### src/rtl/pwr_ctl_pkg.sv
// Shared types for the dual-core powerdown controller.
// Assumes a 2-bit per-core status/command word.
package pwr_ctl_pkg;

    // Per-core power sequence position
    typedef enum logic [2:0] {
        CS_RUN,
        CS_HANDLER,
        CS_IDLE_STOPPED,
        CS_WAKING,
        CS_REENTER
    } core_st_e;

    // Shared clock generator condition
    typedef enum logic [1:0] {
        GEN_OFF,
        GEN_LOCKING,
        GEN_STABLE
    } gen_st_e;

    localparam int PD_BIT = 0;
    localparam int PU_BIT = 1;

endpackage

### src/rtl/pwr_ctl_regif.sv
// Register decode for the per-core control/status words.
// Produces one-cycle command pulses from bus writes and muxes status on reads.
// Assumes registers are spaced ADDR_STRIDE apart starting at BASE_ADDR on one page.
module pwr_ctl_regif
    import pwr_ctl_pkg::*;
#(
    parameter int NUM_CORES   = 2,
    parameter int PAGE_W      = 8,
    parameter int ADDR_W      = 8,
    parameter int REG_PAGE    = 0,
    parameter int BASE_ADDR   = 8,
    parameter int ADDR_STRIDE = 2
) (
    input  logic                 bus_sel,
    input  logic                 bus_we,
    input  logic [PAGE_W-1:0]    bus_page,
    input  logic [ADDR_W-1:0]    bus_addr,
    input  logic [1:0]           bus_wdata,
    output logic [1:0]           bus_rdata,
    input  logic [NUM_CORES-1:0] pd_stat,
    input  logic [NUM_CORES-1:0] pu_stat,
    output logic [NUM_CORES-1:0] pd_wr,
    output logic [NUM_CORES-1:0] pu_wr
);

    logic [NUM_CORES-1:0] hit;

    // Address match per core register, command pulses and read mux
    always_comb begin
        bus_rdata = '0;
        for (int i = 0; i < NUM_CORES; i++) begin
            hit[i]   = bus_sel && (bus_page == PAGE_W'(REG_PAGE)) &&
                       (bus_addr == ADDR_W'(BASE_ADDR + i * ADDR_STRIDE));
            pu_wr[i] = hit[i] && bus_we && bus_wdata[PU_BIT];
            pd_wr[i] = hit[i] && bus_we && bus_wdata[PD_BIT] && !bus_wdata[PU_BIT];
            if (hit[i] && !bus_we) begin
                bus_rdata[PD_BIT] = pd_stat[i];
                bus_rdata[PU_BIT] = pu_stat[i];
            end
        end
    end

endmodule

### src/rtl/pwr_ctl_core.sv
// Per-core power sequencer.
// Tracks handler entry, idle, wake and the two abort paths for one core.
// Assumes idle_stb and rti_stb are single-cycle strobes from the core.
module pwr_ctl_core
    import pwr_ctl_pkg::*;
(
    input  logic clk,
    input  logic rst_n,
    input  logic pd_wr,
    input  logic pu_wr,
    input  logic idle_stb,
    input  logic rti_stb,
    input  logic gen_stable,
    output logic handler_req,
    output logic clk_en,
    output logic pd_stat,
    output logic pu_stat,
    output logic stopped,
    output logic waking
);

    core_st_e st;
    logic     skip_idle;   // power-up arrived before the idle
    logic     past_idle;   // core has woken out of its idle
    logic     redo;        // power-down arrived while waking

    // Sequence state and abort flags
    always_ff @(posedge clk) begin
        if (!rst_n) begin
            st          <= CS_RUN;
            skip_idle   <= 1'b0;
            past_idle   <= 1'b0;
            redo        <= 1'b0;
            handler_req <= 1'b0;
        end else begin
            handler_req <= 1'b0;
            case (st)
                CS_RUN: begin
                    if (pd_wr) begin
                        st          <= CS_HANDLER;
                        handler_req <= 1'b1;
                        skip_idle   <= 1'b0;
                        past_idle   <= 1'b0;
                    end
                end
                CS_HANDLER: begin
                    if (rti_stb) begin
                        st        <= CS_RUN;
                        skip_idle <= 1'b0;
                        past_idle <= 1'b0;
                    end else if (pd_wr && past_idle) begin
                        st <= CS_REENTER;
                    end else if (pu_wr && !past_idle) begin
                        skip_idle <= 1'b1;
                    end else if (idle_stb && !past_idle && !skip_idle) begin
                        st <= CS_IDLE_STOPPED;
                    end
                end
                CS_IDLE_STOPPED: begin
                    if (pu_wr) begin
                        st   <= CS_WAKING;
                        redo <= 1'b0;
                    end
                end
                CS_WAKING: begin
                    if (gen_stable) begin
                        st        <= (redo || pd_wr) ? CS_REENTER : CS_HANDLER;
                        past_idle <= 1'b1;
                        redo      <= 1'b0;
                    end else if (pd_wr) begin
                        redo <= 1'b1;
                    end
                end
                CS_REENTER: begin
                    if (rti_stb) begin
                        st          <= CS_HANDLER;
                        handler_req <= 1'b1;
                        skip_idle   <= 1'b0;
                        past_idle   <= 1'b0;
                    end
                end
                default: st <= CS_RUN;
            endcase
        end
    end

    // Status bits and clock enable from sequence position
    always_comb begin
        stopped = (st == CS_IDLE_STOPPED);
        waking  = (st == CS_WAKING);
        clk_en  = gen_stable && !stopped && !waking;
        pd_stat = !gen_stable || stopped || waking;
        pu_stat = (st != CS_RUN);
    end

endmodule

### src/rtl/pwr_ctl_clkgen.sv
// Shared clock generator sequencer.
// Turns the generator off when every core is stopped, restarts it otherwise
// and holds stable low for LOCK_CYCLES reference cycles while it locks.
module pwr_ctl_clkgen
    import pwr_ctl_pkg::*;
#(
    parameter int LOCK_CYCLES = 64
) (
    input  logic clk,
    input  logic rst_n,
    input  logic all_stopped,
    output logic gen_run,
    output logic gen_stable
);

    localparam int CNT_W = $clog2(LOCK_CYCLES + 1);

    gen_st_e          st;
    logic [CNT_W-1:0] cnt;

    // Generator on/off and lock counting
    always_ff @(posedge clk) begin
        if (!rst_n) begin
            st  <= GEN_STABLE;
            cnt <= '0;
        end else begin
            case (st)
                GEN_OFF: begin
                    if (!all_stopped) begin
                        st  <= GEN_LOCKING;
                        cnt <= '0;
                    end
                end
                GEN_LOCKING: begin
                    if (all_stopped)                          st  <= GEN_OFF;
                    else if (cnt == CNT_W'(LOCK_CYCLES - 1)) st  <= GEN_STABLE;
                    else                                      cnt <= cnt + 1'b1;
                end
                GEN_STABLE: begin
                    if (all_stopped) st <= GEN_OFF;
                end
                default: st <= GEN_OFF;
            endcase
        end
    end

    // Generator control and ready indication
    always_comb begin
        gen_run    = (st != GEN_OFF);
        gen_stable = (st == GEN_STABLE);
    end

endmodule

### src/rtl/pwr_ctl.sv
// Dual-core powerdown and clock controller, top level.
// Connects register decode, one sequencer per core and the shared generator.
// Assumes the reference clock runs whenever the generator is off.
module pwr_ctl
    import pwr_ctl_pkg::*;
#(
    parameter int NUM_CORES   = 2,
    parameter int LOCK_CYCLES = 64,
    parameter int PAGE_W      = 8,
    parameter int ADDR_W      = 8,
    parameter int REG_PAGE    = 0,
    parameter int BASE_ADDR   = 8,
    parameter int ADDR_STRIDE = 2
) (
    input  logic                 clk,
    input  logic                 rst_n,
    input  logic                 bus_sel,
    input  logic                 bus_we,
    input  logic [PAGE_W-1:0]    bus_page,
    input  logic [ADDR_W-1:0]    bus_addr,
    input  logic [1:0]           bus_wdata,
    output logic [1:0]           bus_rdata,
    input  logic [NUM_CORES-1:0] idle_stb,
    input  logic [NUM_CORES-1:0] rti_stb,
    output logic [NUM_CORES-1:0] handler_req,
    output logic [NUM_CORES-1:0] core_clk_en,
    output logic                 gen_run,
    output logic                 mem_block
);

    logic [NUM_CORES-1:0] pd_wr, pu_wr, pd_stat, pu_stat, stopped, waking;
    logic                 gen_stable;

    pwr_ctl_regif #(
        .NUM_CORES(NUM_CORES), .PAGE_W(PAGE_W), .ADDR_W(ADDR_W),
        .REG_PAGE(REG_PAGE), .BASE_ADDR(BASE_ADDR), .ADDR_STRIDE(ADDR_STRIDE)
    ) u_regif (
        .bus_sel(bus_sel), .bus_we(bus_we), .bus_page(bus_page),
        .bus_addr(bus_addr), .bus_wdata(bus_wdata), .bus_rdata(bus_rdata),
        .pd_stat(pd_stat), .pu_stat(pu_stat), .pd_wr(pd_wr), .pu_wr(pu_wr)
    );

    for (genvar g = 0; g < NUM_CORES; g++) begin : g_core
        pwr_ctl_core u_core (
            .clk(clk), .rst_n(rst_n),
            .pd_wr(pd_wr[g]), .pu_wr(pu_wr[g]),
            .idle_stb(idle_stb[g]), .rti_stb(rti_stb[g]),
            .gen_stable(gen_stable),
            .handler_req(handler_req[g]), .clk_en(core_clk_en[g]),
            .pd_stat(pd_stat[g]), .pu_stat(pu_stat[g]),
            .stopped(stopped[g]), .waking(waking[g])
        );
    end

    pwr_ctl_clkgen #(.LOCK_CYCLES(LOCK_CYCLES)) u_clkgen (
        .clk(clk), .rst_n(rst_n), .all_stopped(&stopped),
        .gen_run(gen_run), .gen_stable(gen_stable)
    );

    // Refuse host memory access while clocks are unavailable
    always_comb mem_block = !gen_stable || (|waking);

endmodule

### config.mk
export PLATFORM = sky130hd
export DESIGN_NAME = pwr_ctl
export DESIGN_NICKNAME = d
export VERILOG_FILES = /design/src/rtl/pwr_ctl_pkg.sv /design/src/rtl/pwr_ctl_regif.sv /design/src/rtl/pwr_ctl_core.sv /design/src/rtl/pwr_ctl_clkgen.sv /design/src/rtl/pwr_ctl.sv
export SDC_FILE = /design/constraint.sdc
export NUM_CORES = 1
export LEC_CHECK = 0
export CAP_MARGIN = 20
export CELL_PAD_IN_SITES_DETAIL_PLACEMENT = 0
export CELL_PAD_IN_SITES_GLOBAL_PLACEMENT = 1
export CORE_MARGIN = 2
export CORE_UTILIZATION = 39
export CTS_BUF_LIST = sky130_fd_sc_hd__clkbuf_8 sky130_fd_sc_hd__clkbuf_16
export CTS_CLUSTER_SIZE = 14
export DETAILED_ROUTE_END_ITERATION = 12
export HOLD_SLACK_MARGIN = 0.08
export PLACE_DENSITY = 0.82
export SYNTH_ARGS = -nofsm -noshare
export SYNTH_HDL_FRONTEND = slang
export SYNTH_SLANG_ARGS = --single-unit
export TNS_END_PERCENT = 30
### constraint.sdc
create_clock -name clk -period 3.44 [get_ports clk]
set_input_delay 0.516 -clock clk [delete_from_list [all_inputs] [get_ports clk]]
set_output_delay 0.516 -clock clk [all_outputs]
set_load 0.01 [all_outputs]
; After elaboration in Yosys (flattened, before gate mapping)
; Cells that the tools add are included.
[totals]
register_bits = 23
out_inout_bits = 8
[op_classes]
n_addsub = 1
eq_ne = 38
muxes = 60
reduce_logical = 71
[op_table]
columns = cell, count
row1 = 3-bit two-way mux, 18
row2 = 3-bit one-hot mux with 5 select lines, 2
row3 = 1-bit logical AND, 25
row4 = 1-bit two-way mux, 21
row5 = 7-bit two-way mux, 3
row6 = 3-bit nonzero test, 6
row7 = "8-bit by 4-bit == test with 1-bit output, second input constant", 2
row8 = "2-bit by 1-bit inequality test with 1-bit output, second input constant", 8
row9 = 7-bit one-hot mux with 2 select lines, 1
row10 = "3-bit by 2-bit == test with 1-bit output, second input constant", 4
row11 = 2-bit two-way mux, 6
row12 = "2-bit inequality test, second input constant", 6
row13 = 1-bit one-hot mux with 3 select lines, 4
row14 = 4-bit AND reduction, 3
row15 = 6-bit AND reduction, 2
row16 = 1-bit zero test, 11
row17 = 5-bit AND reduction, 2
row18 = "3-bit by 2-bit inequality test with 1-bit output, second input constant", 3
row19 = 3-bit AND reduction, 3
row20 = 8-bit zero test, 1
row21 = "4-bit by 2-bit inequality test with 1-bit output, second input constant", 2
row22 = "4-bit by 3-bit inequality test with 1-bit output, second input constant", 2
row23 = 1-bit one-hot mux with 2 select lines, 4
row24 = 2-bit nonzero test, 4
row25 = 14 further kinds, 27

; Depth between registers and ports, before layout
[logic_depth]
depth_word = 10
depth_mapped = 7
depth_no_buf = 7

; Cells and area by module
; From an unflattened synthesis, not the netlist that was laid out.
[hier_totals]
hier_cells = 191
hier_area_um2 = 1577.8
[modules_own_cells]
columns = mod, instances, cells_per_inst, area_per_inst_um2, seq_area_each_um2
row1 = pwr_ctl_core, 2, 58, 455.4, 140.1
row2 = pwr_ctl_clkgen, 1, 54, 471.7, 180.2
row3 = pwr_ctl_regif, 1, 19, 180.2, 0.0
row4 = pwr_ctl, 1, 2, 15.0, 0.0

; Worst setup path before layout
; OpenSTA, ideal clock, no wires.
[synth_timing]
path_kind = input to output
from = input port bus_page[6]
to = output port bus_rdata[0]
arrival_time_ns = 1.650
t_required_ns = 2.924
setup_slack_ns = 1.274
stages = 4
path_buffers = 0
path_cell_list = nor4bb_1 -> nand4_1 -> or2_1 -> a211oi_1
[synth_via]
elab_chain_cells = 6
word_cells_on_any_way = 8
[synth_rtl]
columns = element, line_no
row1 = start: declaration, pwr_ctl.sv:19  ; input logic [PAGE_W-1:0] bus_page,
row2 = 8-bit zero test *, pwr_ctl_regif.sv:32  ; hit[i] = bus_sel && (bus_page == PAGE_W'(REG_PAGE)) &&
row3 = 1-bit logical AND *, pwr_ctl_regif.sv:32
row4 = 1-bit logical AND, pwr_ctl_regif.sv:32
row5 = 1-bit logical AND, pwr_ctl_regif.sv:36  ; if (hit[i] && !bus_we) begin
row6 = 2-bit two-way mux, pwr_ctl_regif.sv:36
row7 = 2-bit two-way mux *, pwr_ctl_regif.sv:36
row8 = end: declaration, pwr_ctl.sv:22  ; output logic [1:0] bus_rdata,
; Every way passes the cells marked *; elsewhere a longest branch is shown, timed or not.

; Worst setup path in the final report
[layout_timing]
from = input port bus_addr[3]
to = output port bus_rdata[1]
[layout_via]
elab_chain_cells = 5
word_cells_on_any_way = 8
[layout_rtl]
columns = element, line_no
row1 = start: declaration, pwr_ctl.sv:20  ; input logic [ADDR_W-1:0] bus_addr,
row2 = 8-bit by 4-bit == test with 1-bit output, pwr_ctl_regif.sv:33  ; (bus_addr == ADDR_W'(BASE_ADDR + i * ADDR_STRIDE));
row3 = 1-bit logical AND, pwr_ctl_regif.sv:32
row4 = 1-bit logical AND, pwr_ctl_regif.sv:36
row5 = 2-bit two-way mux, pwr_ctl_regif.sv:36
row6 = 2-bit two-way mux *, pwr_ctl_regif.sv:36
; Marks and branches as above.

==> results.ini <==
[power]
irDropWorstVdd_mv=0.144
p_total_mw=0.512
leakagePower_nw=0.646
pwr_density_cell_nw_per_um2=266

[sta]
max_freq_ghz=0.326
fin_crit_sh=0.892
fin_crit_ps=3070
grt_setup_unrepaired=no
finalHoldViolations=0
worst_pin_slew_ps=508
finClkSkew_ps=1.86
tns_ps=0
slew_headroom=0.660
finalSetupViolCount=0
hold_slack_ps=488
slew_violations=0

[final_layout]
n_antenna_cell=0
area_growth_pct=24.3
drive_above_1_share=0.0558
nets=261
utilization=0.515

[critical_path]
criticalPathCategory=in -> out
crit_top_cell=clkdlybuf4s50_1
startpoint_type=input port
path_max_fanout=2
cpMaxStageDelayCell=clkdlybuf4s50_1
required_ps=2920
cp-end-kind=output pin
crit_chain=clkdlybuf4s50_1, nor4bb_1, nand4_1, or2_1, a221oi_1, clkdlybuf4s50_1
arrival_ps=2550
crit_path_max_incr_delay_ps=600

[clock_network]
cts_tree=built
clockBufferDepth=2
cts_buffers=3
clk-insertion-delay-late_ps=260
cts.sinks=23
postCtsResizedCells=0
cts_setup_buffers=0
hold_buffers=0
cts-htree-levels=1
cts.clk_slew.worst_paths_ps=80
cts_root_buf=clkbuf_8

[global_route]
grt_use_total=0.188
antenna_found_initial=0
grt_pass1_vias=1468
grt_max_degree=17
grt_overflow=0
grt_pass1_wl_microns=6570

[logic_synthesis]
synth-seq-area-share=0.297
async_reset_ff_frac=0
syn-instance-count=208
netlist.top_cell.by_area=dfxtp_1
ys_ff_latch=23
synth_most_common_cell=nor2_1
synth_area_leaders=dfxtp_1 30%, nor2_1 8.2%, nand2_1 5.6%
ys_warn_count=0
synth_edf_count=0
avgSynthCellArea_sq_um=7.46
synth_area_sq_um=1550
synth_commonest_cells=34 x nor2_1, 23 x dfxtp_1, 23 x nand2_1
synth_top_cell_area_share=0.297
yosysUniqueCellTypes=51
synth_fp_nets=235
ys.flop_type=dfxtp_1

[min_path]
hp-class=reg -> reg

[die]
die_h_microns=67.1
fp.coreArea_sq_um=3740
die-area_sq_um=4500
io_pins=34
die_x_microns=67.1
rows=22
start_util=0.414

[flow_run]
maxCapViolations=0

[route]
avgViaCountPerCell=5.46
wl_per_cell_microns=13.7
ant_nets=0
drc=0
vias=1535
firstDrtPassIters=4
drtIter0Drc=67
wirelength_microns=3850

[placed_design]
place_congestion=0.843
hpwl_microns=3000
io_buffers=33

[run_status]
status=finished, final reports clean

-- report_power, final --
| group | switching (mW) | total, mW | leakage (nW) | internal [mW] |
|---|---|---|---|---|
| Clock | 0.0874 | 0.168 | 0.0255 | 0.0809 |
| Sequential | 0.00815 | 0.276 | 0.185 | 0.268 |
| Combinational | 0.0289 | 0.0676 | 0.435 | 0.0387 |
| Total | 0.124 | 0.512 | 0.646 | 0.388 |
-- flip-flops by register name (all words and copies together), names as in the netlist --
signal,flops
u_clkgen.st,2
g_core.u_core.handler_req,2
g_core.u_core.past_idle,2
g_core.u_core.redo,2
u_clkgen.cnt,7
g_core.u_core.skip_idle,2
g_core.u_core.st,6
-- worst max-delay path: cells and delay by family --
family	cells	cell delay (ps)
buffers and inverters	2	1080
AND/OR/NAND/NOR	3	730
AO/OA/AOI/OAI	1	230
-- placed cells by master, fill, tap and decap left out, types with 3 or more instances in the layout --
| cell type | netlist | layout |
|---|---|---|
| nor2_1 | 34 | 34 |
| o21ai_1 | 6 | 6 |
| o21ai_0 | 8 | 8 |
| a31oi_1 | 4 | 4 |
| nand2_1 | 23 | 23 |
| inv_1 | 6 | 6 |
| nand3b_1 | 3 | 3 |
| nand3_1 | 7 | 7 |
| and3_1 | 5 | 5 |
| xor2_1 | 4 | 4 |
| clkbuf_8 | 0 | 3 |
| nor3_1 | 7 | 7 |
| a211oi_1 | 5 | 5 |
| nor2b_1 | 4 | 4 |
| nor4_2 | 3 | 3 |
| and4_1 | 3 | 3 |
| nand2b_1 | 3 | 3 |
| nand4_1 | 4 | 4 |
| clkdlybuf4s50_1 | 0 | 33 |
| dfxtp_1 | 23 | 23 |
| a21oi_1 | 8 | 8 |
| mux2i_1 | 3 | 3 |
-- final timing paths --
kind / slack (ps) / end / start / cells past startpoint
min reg2reg: 490 / g_core[1].u_core.skip_idle$_SDFFE_PN0P_ / g_core[1].u_core.skip_idle$_SDFFE_PN0P_ / 1
max reg2reg: 1390 / g_core[0].u_core.st[0]$_SDFFE_PN0P_ / g_core[0].u_core.st[1]$_SDFFE_PN0P_ / 6
max: 370 / bus_rdata[1] / bus_addr[3] / 6
min: 490 / g_core[1].u_core.skip_idle$_SDFFE_PN0P_ / g_core[1].u_core.skip_idle$_SDFFE_PN0P_ / 1
-- routing by layer --
metal | track usage | wire (microns)
met1 | 0.231 | 1830
met2 | 0.329 | 1890
met3 | 0.0389 | 110
met4 | 0.0536 | 21
met5 | 0 | 0
-- final cells by class --
class / count / area, sq um
tap: 48 / 60.1
sequential: 23 / 460
clock inverter: 1 / 5.00
inverter: 6 / 22.5
timing repair buffer: 34 / 338
fill: 386 / 1820
clock buffer: 3 / 41.3
multi-input combinational: 166 / 1000
-- metrics by stage --
step	std cells	worst slack (ps)	area (sq um)
global placement	277	435	1880
global route	281	218	1930
CTS	281	373	1930
detailed placement	277	370	1880
finish	281	371	1930
floorplan	208	1270	1550
-- cell families (layout without fill, tap and decap cells) --
family / count (synthesis) / count (layout) / share of synthesized area
compound gates: 47 / 47 / 0.214
xor+xnor: 5 / 5 / 0.0282
fa+ha+maj: 1 / 1 / 0.00806
buf+inv: 19 / 44 / 0.0581
flops: 23 / 23 / 0.297
mux: 3 / 3 / 0.0194
simple gates: 110 / 110 / 0.376
No activity file was read; power rests on OpenSTA's default activity.
